<file path="src/rtl/startup_ipi_pkg.sv">
package startup_ipi_pkg;

  typedef enum logic [2:0] {
    DM_FIXED  = 3'd0,
    DM_LOWEST = 3'd1,
    DM_SMI    = 3'd2,
    DM_RSVD   = 3'd3,
    DM_NMI    = 3'd4,
    DM_INIT   = 3'd5,
    DM_START  = 3'd6,
    DM_EXTERN = 3'd7
  } dlv_mode_e;

  typedef enum logic [1:0] {
    SQ_WAIT_INIT  = 2'd0,
    SQ_WAIT_START = 2'd1,
    SQ_RUNNING    = 2'd2
  } seq_state_e;

endpackage

</file>
<file path="src/rtl/sipi_mode_decode.sv">
module sipi_mode_decode
  import startup_ipi_pkg::*;
(
  input  logic       valid,
  input  logic [2:0] mode,
  output logic       is_irq,
  output logic       is_init,
  output logic       is_start,
  output logic       is_unsup
);

  always_comb begin
    is_irq   = 1'b0;
    is_init  = 1'b0;
    is_start = 1'b0;
    is_unsup = 1'b0;
    if (valid) begin
      unique case (dlv_mode_e'(mode))
        DM_FIXED, DM_LOWEST:            is_irq   = 1'b1;
        DM_INIT:                        is_init  = 1'b1;
        DM_START:                       is_start = 1'b1;
        DM_SMI, DM_RSVD, DM_NMI, DM_EXTERN: is_unsup = 1'b1;
        default:                        is_unsup = 1'b1;
      endcase
    end
  end

endmodule

</file>
<file path="src/rtl/sipi_seq_fsm.sv">
module sipi_seq_fsm
  import startup_ipi_pkg::*;
(
  input  logic       clk,
  input  logic       rst_n,
  input  logic       is_init,
  input  logic       is_start,
  output logic [1:0] state,
  output logic       load_ctx,
  output logic       run_en
);

  seq_state_e state_q, state_d;
  logic       run_q, run_d;

  always_comb begin
    state_d  = state_q;
    run_d    = run_q;
    load_ctx = 1'b0;
    unique case (state_q)
      SQ_WAIT_INIT:  if (is_init) state_d = SQ_WAIT_START;
      SQ_WAIT_START: if (is_start) begin
        state_d  = SQ_RUNNING;
        run_d    = 1'b1;
        load_ctx = 1'b1;
      end
      SQ_RUNNING:    state_d = SQ_RUNNING;
      default:       state_d = SQ_WAIT_INIT;
    endcase
  end

  always_ff @(posedge clk or negedge rst_n) begin
    if (!rst_n) begin
      state_q <= SQ_WAIT_INIT;
      run_q   <= 1'b0;
    end else begin
      state_q <= state_d;
      run_q   <= run_d;
    end
  end

  assign state  = state_q;
  assign run_en = run_q;

  assert_init_step_R2: assert property (@(posedge clk) disable iff (!rst_n)
    (is_init && state_q == SQ_WAIT_INIT) |=> (state_q == SQ_WAIT_START));

  assert_late_start_ignored_R4: assert property (@(posedge clk) disable iff (!rst_n)
    (is_start && state_q != SQ_WAIT_START) |=> $stable(state_q));

  assert_init_repeat_ignored_R3: assert property (@(posedge clk) disable iff (!rst_n)
    (is_init && state_q != SQ_WAIT_INIT) |=> $stable(state_q));

  assert_run_sticky_R9: assert property (@(posedge clk) disable iff (!rst_n)
    run_q |=> run_q);

endmodule

</file>
<file path="src/rtl/sipi_ctx_regs.sv">
module sipi_ctx_regs #(
  parameter int VEC_W   = 8,
  parameter int LIMIT_W = 16,
  parameter int IP_W    = 16,
  localparam int SEL_W  = VEC_W + 8,
  localparam int BASE_W = VEC_W + 12
) (
  input  logic               clk,
  input  logic               rst_n,
  input  logic               load,
  input  logic               locked,
  input  logic [VEC_W-1:0]   vector,
  output logic [SEL_W-1:0]   sel,
  output logic [BASE_W-1:0]  base,
  output logic [LIMIT_W-1:0] limit,
  output logic [IP_W-1:0]    ip
);

  logic [SEL_W-1:0]   sel_q,   sel_d;
  logic [BASE_W-1:0]  base_q,  base_d;
  logic [LIMIT_W-1:0] limit_q, limit_d;
  logic [IP_W-1:0]    ip_q,    ip_d;

  always_comb begin
    sel_d   = {vector, 8'h00};
    base_d  = {vector, 12'h000};
    limit_d = '1;
    ip_d    = '0;
  end

  always_ff @(posedge clk or negedge rst_n) begin
    if (!rst_n) begin
      sel_q   <= '0;
      base_q  <= '0;
      limit_q <= '0;
      ip_q    <= '0;
    end else if (load) begin
      sel_q   <= sel_d;
      base_q  <= base_d;
      limit_q <= limit_d;
      ip_q    <= ip_d;
    end
  end

  assign sel   = sel_q;
  assign base  = base_q;
  assign limit = limit_q;
  assign ip    = ip_q;

  assert_ctx_frozen_R9: assert property (@(posedge clk) disable iff (!rst_n)
    locked |=> ($stable(sel_q) && $stable(base_q) && $stable(limit_q) && $stable(ip_q)));

  assert_sel_base_agree_R5: assert property (@(posedge clk) disable iff (!rst_n)
    load |=> (sel_q[SEL_W-1:8] == base_q[BASE_W-1:12]));

endmodule

</file>
<file path="src/rtl/startup_ipi_seq.sv">
module startup_ipi_seq
  import startup_ipi_pkg::*;
#(
  parameter int VEC_W   = 8,
  parameter int LIMIT_W = 16,
  parameter int IP_W    = 16,
  localparam int SEL_W  = VEC_W + 8,
  localparam int BASE_W = VEC_W + 12
) (
  input  logic               clk,
  input  logic               rst_n,
  input  logic               dlv_valid,
  input  logic [2:0]         dlv_mode,
  input  logic [VEC_W-1:0]   dlv_vector,
  input  logic               dlv_from_self,
  input  logic               trk_new,
  output logic               trk_req,
  output logic [VEC_W-1:0]   trk_vector,
  output logic               kick,
  output logic               err_unsup,
  output logic [1:0]         seq_state,
  output logic               run_en,
  output logic [SEL_W-1:0]   cs_sel,
  output logic [BASE_W-1:0]  cs_base,
  output logic [LIMIT_W-1:0] cs_limit,
  output logic [IP_W-1:0]    start_ip
);

  logic is_irq, is_init, is_start, is_unsup;
  logic load_ctx;

  sipi_mode_decode u_decode (
    .valid    (dlv_valid),
    .mode     (dlv_mode),
    .is_irq   (is_irq),
    .is_init  (is_init),
    .is_start (is_start),
    .is_unsup (is_unsup)
  );

  sipi_seq_fsm u_fsm (
    .clk      (clk),
    .rst_n    (rst_n),
    .is_init  (is_init),
    .is_start (is_start),
    .state    (seq_state),
    .load_ctx (load_ctx),
    .run_en   (run_en)
  );

  sipi_ctx_regs #(
    .VEC_W   (VEC_W),
    .LIMIT_W (LIMIT_W),
    .IP_W    (IP_W)
  ) u_ctx (
    .clk    (clk),
    .rst_n  (rst_n),
    .load   (load_ctx),
    .locked (run_en),
    .vector (dlv_vector),
    .sel    (cs_sel),
    .base   (cs_base),
    .limit  (cs_limit),
    .ip     (start_ip)
  );

  assign trk_req    = is_irq;
  assign trk_vector = dlv_vector;
  assign kick       = is_irq & trk_new & ~dlv_from_self;
  assign err_unsup  = is_unsup;

  assert_kick_needs_req_R8: assert property (@(posedge clk) disable iff (!rst_n)
    kick |-> trk_req);

  assert_err_exclusive_R6: assert property (@(posedge clk) disable iff (!rst_n)
    err_unsup |-> (!trk_req && !kick));

  assert_pulse_on_strobe_R10: assert property (@(posedge clk) disable iff (!rst_n)
    (err_unsup || kick) |-> dlv_valid);

  assert_err_no_state_R6: assert property (@(posedge clk) disable iff (!rst_n)
    err_unsup |=> $stable(seq_state));

endmodule

</file>
<file path="config.mk">
export PLATFORM = sky130hd
export DESIGN_NAME = startup_ipi_seq
export DESIGN_NICKNAME = d
export VERILOG_FILES = /design/src/rtl/startup_ipi_pkg.sv /design/src/rtl/sipi_mode_decode.sv /design/src/rtl/sipi_seq_fsm.sv /design/src/rtl/sipi_ctx_regs.sv /design/src/rtl/startup_ipi_seq.sv
export SDC_FILE = /design/constraint.sdc
export NUM_CORES = 1
export LEC_CHECK = 0
export BUFFER_PORTS_ARGS = -buffer_cell sky130_fd_sc_hd__buf_4
export CAP_MARGIN = 20
export CORE_AREA = 4 4 59 61
export DETAILED_ROUTE_END_ITERATION = 10
export DIE_AREA = 0 0 63 65
export PLACE_DENSITY_LB_ADDON = 0.3
export SYNTH_ARGS = -nofsm -noshare
export SYNTH_HDL_FRONTEND = slang
export SYNTH_SLANG_ARGS = --single-unit
</file>
<file path="constraint.sdc">
create_clock -name clk -period 1.74 [get_ports clk]
set_input_delay 0.087 -clock clk [delete_from_list [all_inputs] [get_ports clk]]
set_output_delay 0.087 -clock clk [all_outputs]
set_load 0.05 [all_outputs]
</file>
; After elaboration in Yosys (flattened, before gate mapping)
; Index checks and enable logic that the tools add are counted.
[classes]
eq_ne = 11
muxes = 13
n_bitwise = 3
n_reduce_logical = 6
[op_table]
columns = cell, count
row1 = "3-bit == test, second input constant", 4
row2 = 1-bit 2-to-1 mux, 10
row3 = "3-bit by 2-bit == test with 1-bit output, second input constant", 2
row4 = 2-bit one-hot mux with 3 select lines, 1
row5 = 2-bit 2-to-1 mux, 2
row6 = "2-bit inequality test, second input constant", 2
row7 = 2-bit AND reduction, 2
row8 = 4-bit OR reduction, 1
row9 = "3-bit by 1-bit == test with 1-bit output, second input constant", 1
row10 = 3-bit zero test, 1
row11 = 1-bit AND, 2
row12 = "2-bit by 1-bit == test with 1-bit output, second input constant", 1
row13 = "2-bit == test, second input constant", 1
row14 = 2-bit zero test, 1
row15 = 2-bit OR reduction, 1
row16 = 1-bit NOT, 1
[totals]
regBits = 12
inputBits = 16
out_inout_bits = 82
word_cells = 37

; Longest topological paths before layout
; Gate-level depths: netlist of the first run.
[logic_depth]
word_depth = 6
mapped_depth = 5
mapped_depth_nobuf = 5

; By module
; Synthesis of the first run repeated with hierarchy kept, for this count alone.
[unflattened]
hier_cells = 111
hier_area_um2 = 1118.6
[by_module_without_submodules]
columns = mod, instances, cells_per_inst, area_each_um2, seq_area_each_um2
row1 = sipi_ctx_regs, 1, 79, 809.5, 225.2
row2 = sipi_seq_fsm, 1, 15, 175.2, 75.1
row3 = startup_ipi_seq, 1, 9, 68.8, 0.0
row4 = sipi_mode_decode, 1, 8, 65.1, 0.0

; Worst setup path after synthesis of the first run
; OpenSTA, ideal clock, no wires.
[synth_timing]
path_type = input to output
from = in dlv_mode[1]
to = out kick
arrival_time_ns = 1.919
t_required_ns = 1.653
slack_ns = -0.266
stages = 2
path_buffers = 0
cell_sequence = nor3b_1 and3b_1
[synth_between]
elab_chain_cells = 6
word_cells_on_any_way = 7
classes_between = 1 x eq/ne / 2 x mux / 2 x bitwise / 2 x reduce/logical
[synth_rtl]
columns = item, line
row1 = "start, declared", startup_ipi_seq.sv:13  ; input logic [2:0] dlv_mode,
row2 = 3-bit by 1-bit == test with 1-bit output or 3-bit zero test (tied branches), sipi_mode_decode.sv:18  ; unique case (dlv_mode_e'(mode))
row3 = 2-bit OR reduction *, sipi_mode_decode.sv:18
row4 = 1-bit 2-to-1 mux *, sipi_mode_decode.sv:18
row5 = 1-bit 2-to-1 mux *, sipi_mode_decode.sv:17  ; if (valid) begin
row6 = 1-bit AND * (2 in series), startup_ipi_seq.sv:69  ; assign kick = is_irq & trk_new & ~dlv_from_self;
row7 = "end, declared", startup_ipi_seq.sv:19  ; output logic kick,
; Every way passes the cells marked *; elsewhere a longest branch is shown, timed or not.

; Worst setup path in the final report of the first run
[layout_timing]
from = reg u_fsm.state_q[1] (netlist: u_fsm.state[1])
to = reg u_fsm.state_q[1] (netlist: u_fsm.state[1])
[layout_between]
elab_chain_cells = 3
word_cells_on_any_way = 7
classes_between = 4 x eq/ne / 1 x mux / 2 x reduce/logical
[layout_rtl]
columns = item, line
row1 = "start, declared", sipi_seq_fsm.sv:13  ; seq_state_e state_q, state_d;
row2 = "start signal, assigned", sipi_seq_fsm.sv:37  ; state_q <= state_d;
row3 = 2-bit by 1-bit == test with 1-bit output or 2-bit zero test (tied branches), sipi_seq_fsm.sv:20  ; unique case (state_q)
row4 = 2-bit inequality test (no line), n/a
row5 = 2-bit AND reduction (no line), n/a
; Several ways; a longest one is shown, not always the timed one.
; A chain may end at the register's enable or synchronous reset.

==> impl_metrics.json, run 1 <==
{
  "antenna_found_initial": 0,
  "cp_max_fo": 4,
  "layout.nets": 165,
  "synthesis.area_mm2": 0.00108,
  "syn_avg_cell_area_um2": 9.62,
  "antenna_left": 0,
  "synth_cell_types": 19,
  "n_antenna_cell": 0,
  "clkSlewWorstSetupHoldPaths_ps": 60,
  "routedWlPerCell_um": 10.7,
  "fin_setup_tns_ps": 0,
  "drtIter0Drc": 7,
  "layout.cells.non_filler": 178,
  "clock_sinks": 11,
  "port_buffers": 61,
  "crit_type": "reg2reg",
  "area_delta_synth_final_pct": 15.0,
  "seq_area_frac_synth": 0.256,
  "cts_tree": "yes",
  "place_inst": 173,
  "timing.final.crit_share": 0.897,
  "htreeDepth": 1,
  "core_area_mm2": 0.00298,
  "cts_buffers": 3,
  "root_buffer": "clkbuf_4",
  "rows": 20,
  "mostFrequentLayoutCell": "buf_4",
  "via_per_inst": 3.92,
  "start_kind": "flop",
  "die_h_um": 65,
  "vias": 698,
  "cp.required_ps": 1930,
  "start_util": 0.362,
  "period_needed_ps": 1560,
  "hpwl_um": 1670,
  "synthCells": 112,
  "die-width_um": 63,
  "gr-total-overflow": 0,
  "layout_common_cells": "61 x buf_4, 36 x conb_1, 11 x dfrtp_1, 8 x mux2_2",
  "hold_path_class": "in2reg",
  "drt_wl_total_um": 1900,
  "die_area_mm2": 0.00410,
  "fin_util": 0.416,
  "grt_pass1_vias": 571,
  "grt_use_total": 0.0781,
  "grt_pass1_wl_um": 2590,
  "clock_latency_ps": 260,
  "layout-drive-gt1-share": 0.517,
  "crit_arrival_ps": 1760,
  "finalSetupViolations": 0,
  "io_pins": 98,
  "yosysWarnings": 0,
  "status": "completed",
  "drc_errors": 0,
  "synth_edf_count": 0,
  "fmax_ghz": 0.641,
  "rsz0062_at_grt": "false",
  "synthArstFlopShare": 1.00,
  "hold_viol": 0,
  "routabilityCongestion": 0.742,
  "cp-end-kind": "flop",
  "drtPass1Iterations": 4,
  "skew_ps": 1.10,
  "drv_slew": 0,
  "clockBufferDepth": 2,
  "synth-seq-cells": 11,
  "grt_max_degree": 19,
  "ys.flop_type": "dfrtp_1",
  "cap_violations": 0
}
flip-flops by register name, indices dropped and copies added, names as in the netlist:
register / count
u_ctx.sel: 8
u_fsm.run_en: 1
u_fsm.state: 2
cell usage after synthesis (2+ instances only):
| library cell | instances | area (um^2) |
|---|---|---|
| a22oi_1 | 2 | 15.0 |
| buf_4 | 68 | 510 |
| dfrtp_1 | 11 | 275 |
| ha_1 | 3 | 37.5 |
| inv_1 | 2 | 7.51 |
| mux2_2 | 8 | 90.1 |
| nand3_1 | 2 | 10.0 |
| nor3b_1 | 3 | 22.5 |
| o2111ai_1 | 2 | 17.5 |
| or4_1 | 2 | 15.0 |
stage by stage:
step                      setup slack, ps  hold slack [ps]  instance area, um^2
after CTS                             177             58.1                 1240
final                                 179             68.1                 1240
after floorplan                      35.7             -209                 1210
after global routing                 57.3             41.5                 1240
after detailed placement              202            -70.0                 1200
after global placement                266            -69.9                 1200
worst max-delay path: stages, from the launching register on:
cell     delay (ps)
dfrtp_1         390
inv_1           120
ha_1            270
nor2_1          110
or4_1           510
nand3_1          90
final cells by class:
type,instances,area (um^2)
Multi-Input combinational cell,66,420
Tap cell,33,41.3
Fill cell,302,1740
Inverter,2,7.51
Clock buffer,4,26.3
Sequential cell,11,275
Timing Repair Buffer,62,468
cells by family after synthesis:
kind of cell | share of synthesized area
buffers and inverters | 0.481
XOR/XNOR | 0.00813
adder cells (fa/ha/maj) | 0.0348
flip-flops | 0.256
multiplexers | 0.0836
AND/OR/NAND/NOR | 0.0952
AO/OA/AOI/OAI | 0.0383
other | 0.00348
path summary, 6_finish.rpt:
path / startpoint / endpoint / slack [ps] / depth (start not counted)
max reg2reg: u_fsm.state[1] / u_fsm.state[1] / 180 / 5
min: dlv_vector[2] / u_ctx.sel[10] / 70 / 2
max: u_fsm.state[1] / u_fsm.state[1] / 180 / 5
min reg2reg: u_ctx.sel[13] / u_ctx.sel[13] / 540 / 1
min in group asynchronous: rst_n / u_ctx.sel[14] / 190 / 2
max in group asynchronous: rst_n / u_fsm.state[1] / 1400 / 2
repair_timing:
| action | 4_1_cts | 5_1_grt |
|---|---|---|
| endpoints found under the setup margin | 0 | 0 |
| resized for setup | 0 | 0 |
| setup buffers | 0 | 0 |
| hold endpoints to repair | 11 | 0 |
| hold buffers | 1 | 0 |
layer usage:
layer / vias up / wire, um / GRT usage
li1: 332 / - / -
met1: 304 / 577 / 0.0709
met2: 60 / 997 / 0.149
met3: 2 / 312 / 0.0451
met4: 0 / 10 / 0.0165
met5: - / 0 / 0
Power of run 1 is not shown: default switching activity piles up to over one toggle a cycle in this logic, so the estimate is an artifact.
==> run 2, diff against run 1 <==
CELL_PAD_IN_SITES_DETAIL_PLACEMENT = 1   (was unset)
CELL_PAD_IN_SITES_GLOBAL_PLACEMENT = 1   (was unset)
CORE_AREA = 4 4 71 73   (was 4 4 59 61)
DIE_AREA = 0 0 75 77   (was 0 0 63 65)
SLEW_MARGIN = 0   (was unset)
==> impl_metrics.json, run 2 (synthesized netlist as in run 1, its figures left out) <==
{
  "status": "completed",
  "routabilityCongestion": 0.746,
  "clockBufferDepth": 2,
  "period_needed_ps": 1570,
  "antenna_found_initial": 0,
  "fin_setup_tns_ps": 0,
  "antenna_left": 0,
  "hold_viol": 0,
  "drtIter0Drc": 12,
  "routedWlPerCell_um": 12.0,
  "cts_tree": "yes",
  "n_antenna_cell": 0,
  "skew_ps": 1.18,
  "timing.final.crit_share": 0.905,
  "drtPass1Iterations": 4,
  "clock_sinks": 11,
  "ff2ff_path_depth": 5,
  "whs_path_depth": 2,
  "clock_latency_ps": 230,
  "cts_buffers": 3,
  "start_kind": "flop",
  "start_util": 0.247,
  "post_cts_buffers": 0,
  "root_buffer": "clkbuf_8",
  "wl_met2_um": 1230,
  "largest_reg_flops": 8,
  "gr-total-overflow": 0,
  "fill_cells": 507,
  "area_delta_synth_final_pct": 18.9,
  "cp.required_ps": 1910,
  "cap_violations": 0,
  "post_cts_resized": 0,
  "die_h_um": 77,
  "core_area_mm2": 0.00435,
  "clkSlewWorstSetupHoldPaths_ps": 50,
  "crit_type": "reg2reg",
  "dp_slack_ps": 172,
  "drt_wl_total_um": 2370,
  "layout-drive-gt1-share": 0.517,
  "via_per_inst": 3.70,
  "rows": 24,
  "m1WireLength_um": 699,
  "rsz0062_at_grt": "false",
  "die_area_mm2": 0.00578,
  "port_buffers": 61,
  "fin_util": 0.294,
  "dr.max_layer_used": "met4",
  "mostFrequentLayoutCell": "buf_4",
  "die-width_um": 75,
  "crit_arrival_ps": 1750,
  "io_pins": 98,
  "hold_path_class": "in2reg",
  "hold_ws_ps": 95.6,
  "layout.nets": 165,
  "ff_latch_area_um2": 275,
  "worst_slack_ps": 165,
  "fmax_ghz": 0.635,
  "drv_slew": 0,
  "met3WireLength_um": 431,
  "cp-end-kind": "flop",
  "multi_input_area_um2": 420,
  "hpwl_um": 2040,
  "grt_max_degree": 19,
  "grt_pass1_vias": 709,
  "drc_errors": 0,
  "htreeDepth": 1,
  "grt_pass1_wl_um": 3320,
  "layout_common_cells": "61 x buf_4, 36 x conb_1, 11 x dfrtp_1, 8 x mux2_2",
  "vias": 729,
  "cts_hold_buf": 1,
  "cp_max_fo": 4,
  "finalSetupViolations": 0,
  "grt_use_total": 0.0735
}
run 2: cell counts in the layout (fill, tap and decap cells not counted):
No cell type changed its count.
run 2: area by class of cell:
class,count,share of cell area
clock buffers,4,0.0352
multi-input cells,66,0.328
well taps,52,0.0508
inverters,2,0.00586
repair buffers,62,0.365
flip-flops and latches,11,0.215
run 2: through the flow:
step,area (um^2),std cells
2_1_floorplan,1210,147
3_3_place_gp,1230,192
3_5_place_dp,1230,192
4_1_cts,1280,197
5_1_grt,1280,197
6_report,1280,197
run 2: worst max-delay path, stage by stage, from the launching register on:
cell and delay (ps):
dfrtp_1 390, inv_1 120, ha_1 280, nor2_1 120
or4_1 520, nand3_1 80
run 2: worst paths after layout:
path                             endpoint  slack, ps            from
hold / removal              u_ctx.sel[15]        100   dlv_vector[7]
setup / recovery           u_fsm.state[1]        170  u_fsm.state[1]
max in group asynchronous   u_ctx.sel[13]       1360           rst_n
hold reg to reg             u_ctx.sel[14]        540   u_ctx.sel[14]
min in group asynchronous    u_ctx.sel[8]        230           rst_n
setup reg to reg           u_fsm.state[1]        170  u_fsm.state[1]
run 2: metal layers:
metal,GRT usage,vias to the layer above
li1,-,330
met1,0.0642,335
met2,0.144,62
met3,0.0275,2
met4,0.0267,0
met5,0,-
Power of run 2 is left out for the same reason.
==> run 3, diff against run 2 <==
RECOVER_POWER = 100   (was unset)
==> impl_metrics.json, run 3 (synthesized netlist as in run 1, its figures left out) <==
{
  "status": "completed",
  "start_kind": "flop",
  "met3WireLength_um": 460,
  "rows": 24,
  "timing.final.crit_share": 0.904,
  "grt_pass1_wl_um": 3320,
  "whs_path_depth": 2,
  "drv_slew": 0,
  "clock_sinks": 11,
  "layout.nets": 165,
  "die_h_um": 77,
  "slowest_stage": "or4_1",
  "post_cts_resized": 0,
  "antenna_found_initial": 0,
  "grt_max_degree": 19,
  "hold_viol": 0,
  "grt_pass1_vias": 709,
  "finalSetupViolations": 0,
  "fin_setup_tns_ps": 0,
  "n_antenna_cell": 0,
  "die-width_um": 75,
  "routabilityCongestion": 0.746,
  "io_pins": 98,
  "m1WireLength_um": 703,
  "slew_headroom": 0.585,
  "die_area_mm2": 0.00578,
  "cts_buffers": 3,
  "area_delta_synth_final_pct": 2.56,
  "largest_reg_flops": 8,
  "fmax_ghz": 0.636,
  "grt_use_total": 0.0735,
  "core_area_mm2": 0.00435,
  "clockBufferDepth": 2,
  "ff2ff_path_depth": 5,
  "via_per_inst": 3.70,
  "mostFrequentLayoutCell": "clkbuf_1",
  "routedWlPerCell_um": 12.1,
  "period_needed_ps": 1570,
  "drtPass1Iterations": 3,
  "layout-drive-gt1-share": 0.193,
  "antenna_left": 0,
  "cap_violations": 0,
  "crit_arrival_ps": 1740,
  "clock_latency_ps": 230,
  "skew_ps": 1.33,
  "crit_type": "reg2reg",
  "crit_chain": "inv_1 -> ha_1 -> nor2_1 -> or4_1 -> nand3_1",
  "post_cts_buffers": 0,
  "cts_tree": "yes",
  "root_buffer": "clkbuf_8",
  "layout_common_cells": "48 x clkbuf_1, 36 x conb_1, 14 x buf_4, 11 x dfrtp_1, 8 x mux2_2",
  "cp-end-kind": "flop",
  "drt_wl_total_um": 2390,
  "hold_path_class": "in2reg",
  "port_buffers": 61,
  "cp_max_fo": 4,
  "gr-total-overflow": 0,
  "drc_errors": 0,
  "hpwl_um": 2040,
  "dr.max_layer_used": "met4",
  "drtIter0Drc": 12,
  "htreeDepth": 1,
  "worst_pin_slew_ps": 623,
  "cp.required_ps": 1910,
  "vias": 729,
  "rsz0062_at_grt": "false",
  "start_util": 0.247,
  "clkSlewWorstSetupHoldPaths_ps": 50,
  "wl_met2_um": 1220,
  "cpPeakStageDelay_ps": 520
}
run 3: cell types whose count changed in the layout (fill, tap and decap cells not counted):
cell      before  now
buf_4         61   14
clkbuf_1       1   48
run 3: worst max-delay path: cells and delay by family, from the launching register on:
kind | cells | cell delay, ps
buf+inv | 1 | 120
flops | 1 | 390
simple gates | 3 | 720
fa+ha+maj | 1 | 280
run 3: final cells by class:
cell class,count,area [um^2]
fill,535,3250
tap,52,65.1
sequential,11,275
clock buffer,4,45.0
inverter,2,7.51
timing repair buffer,62,292
multi-input combinational,66,420
run 3: routing by layer:
metal	vias up	GRT usage
met4	0	0.0267
met5	-	0
met3	2	0.0275
li1	330	-
met1	335	0.0642
met2	62	0.144
run 3: path summary, 6_finish.rpt:
check | from | endpoint | slack, ps
worst max-delay path | u_fsm.state[1] | u_fsm.state[1] | 170
worst min-delay path | dlv_vector[7] | u_ctx.sel[15] | 90
worst max register to register | u_fsm.state[1] | u_fsm.state[1] | 170
worst min register to register | u_ctx.sel[15] | u_ctx.sel[15] | 530
max in group asynchronous | rst_n | u_ctx.sel[13] | 950
min in group asynchronous | rst_n | u_ctx.sel[8] | 390
run 3: through the flow:
| step | hold slack [ps] | area (um^2) | instances | utilization | setup slack, ps |
|---|---|---|---|---|---|
| final | 94.1 | 1100 | 197 | 0.254 | 167 |
| after global routing | 91.4 | 1100 | 197 | 0.254 | 53.1 |
| after CTS | 87.7 | 1280 | 197 | 0.294 | 158 |
| after detailed placement | -67.7 | 1230 | 192 | 0.282 | 172 |
| after global placement | -68.3 | 1230 | 192 | 0.282 | 263 |
| after floorplan | -209 | 1210 | 147 | - | 35.7 |
run 3: timing repair:
| action | 4_1_cts | 5_1_grt |
|---|---|---|
| setup endpoints to repair | 0 | 0 |
| hold buffers | 1 | 0 |
| hold endpoints to repair | 11 | 0 |
Power of run 3 is left out for the same reason.
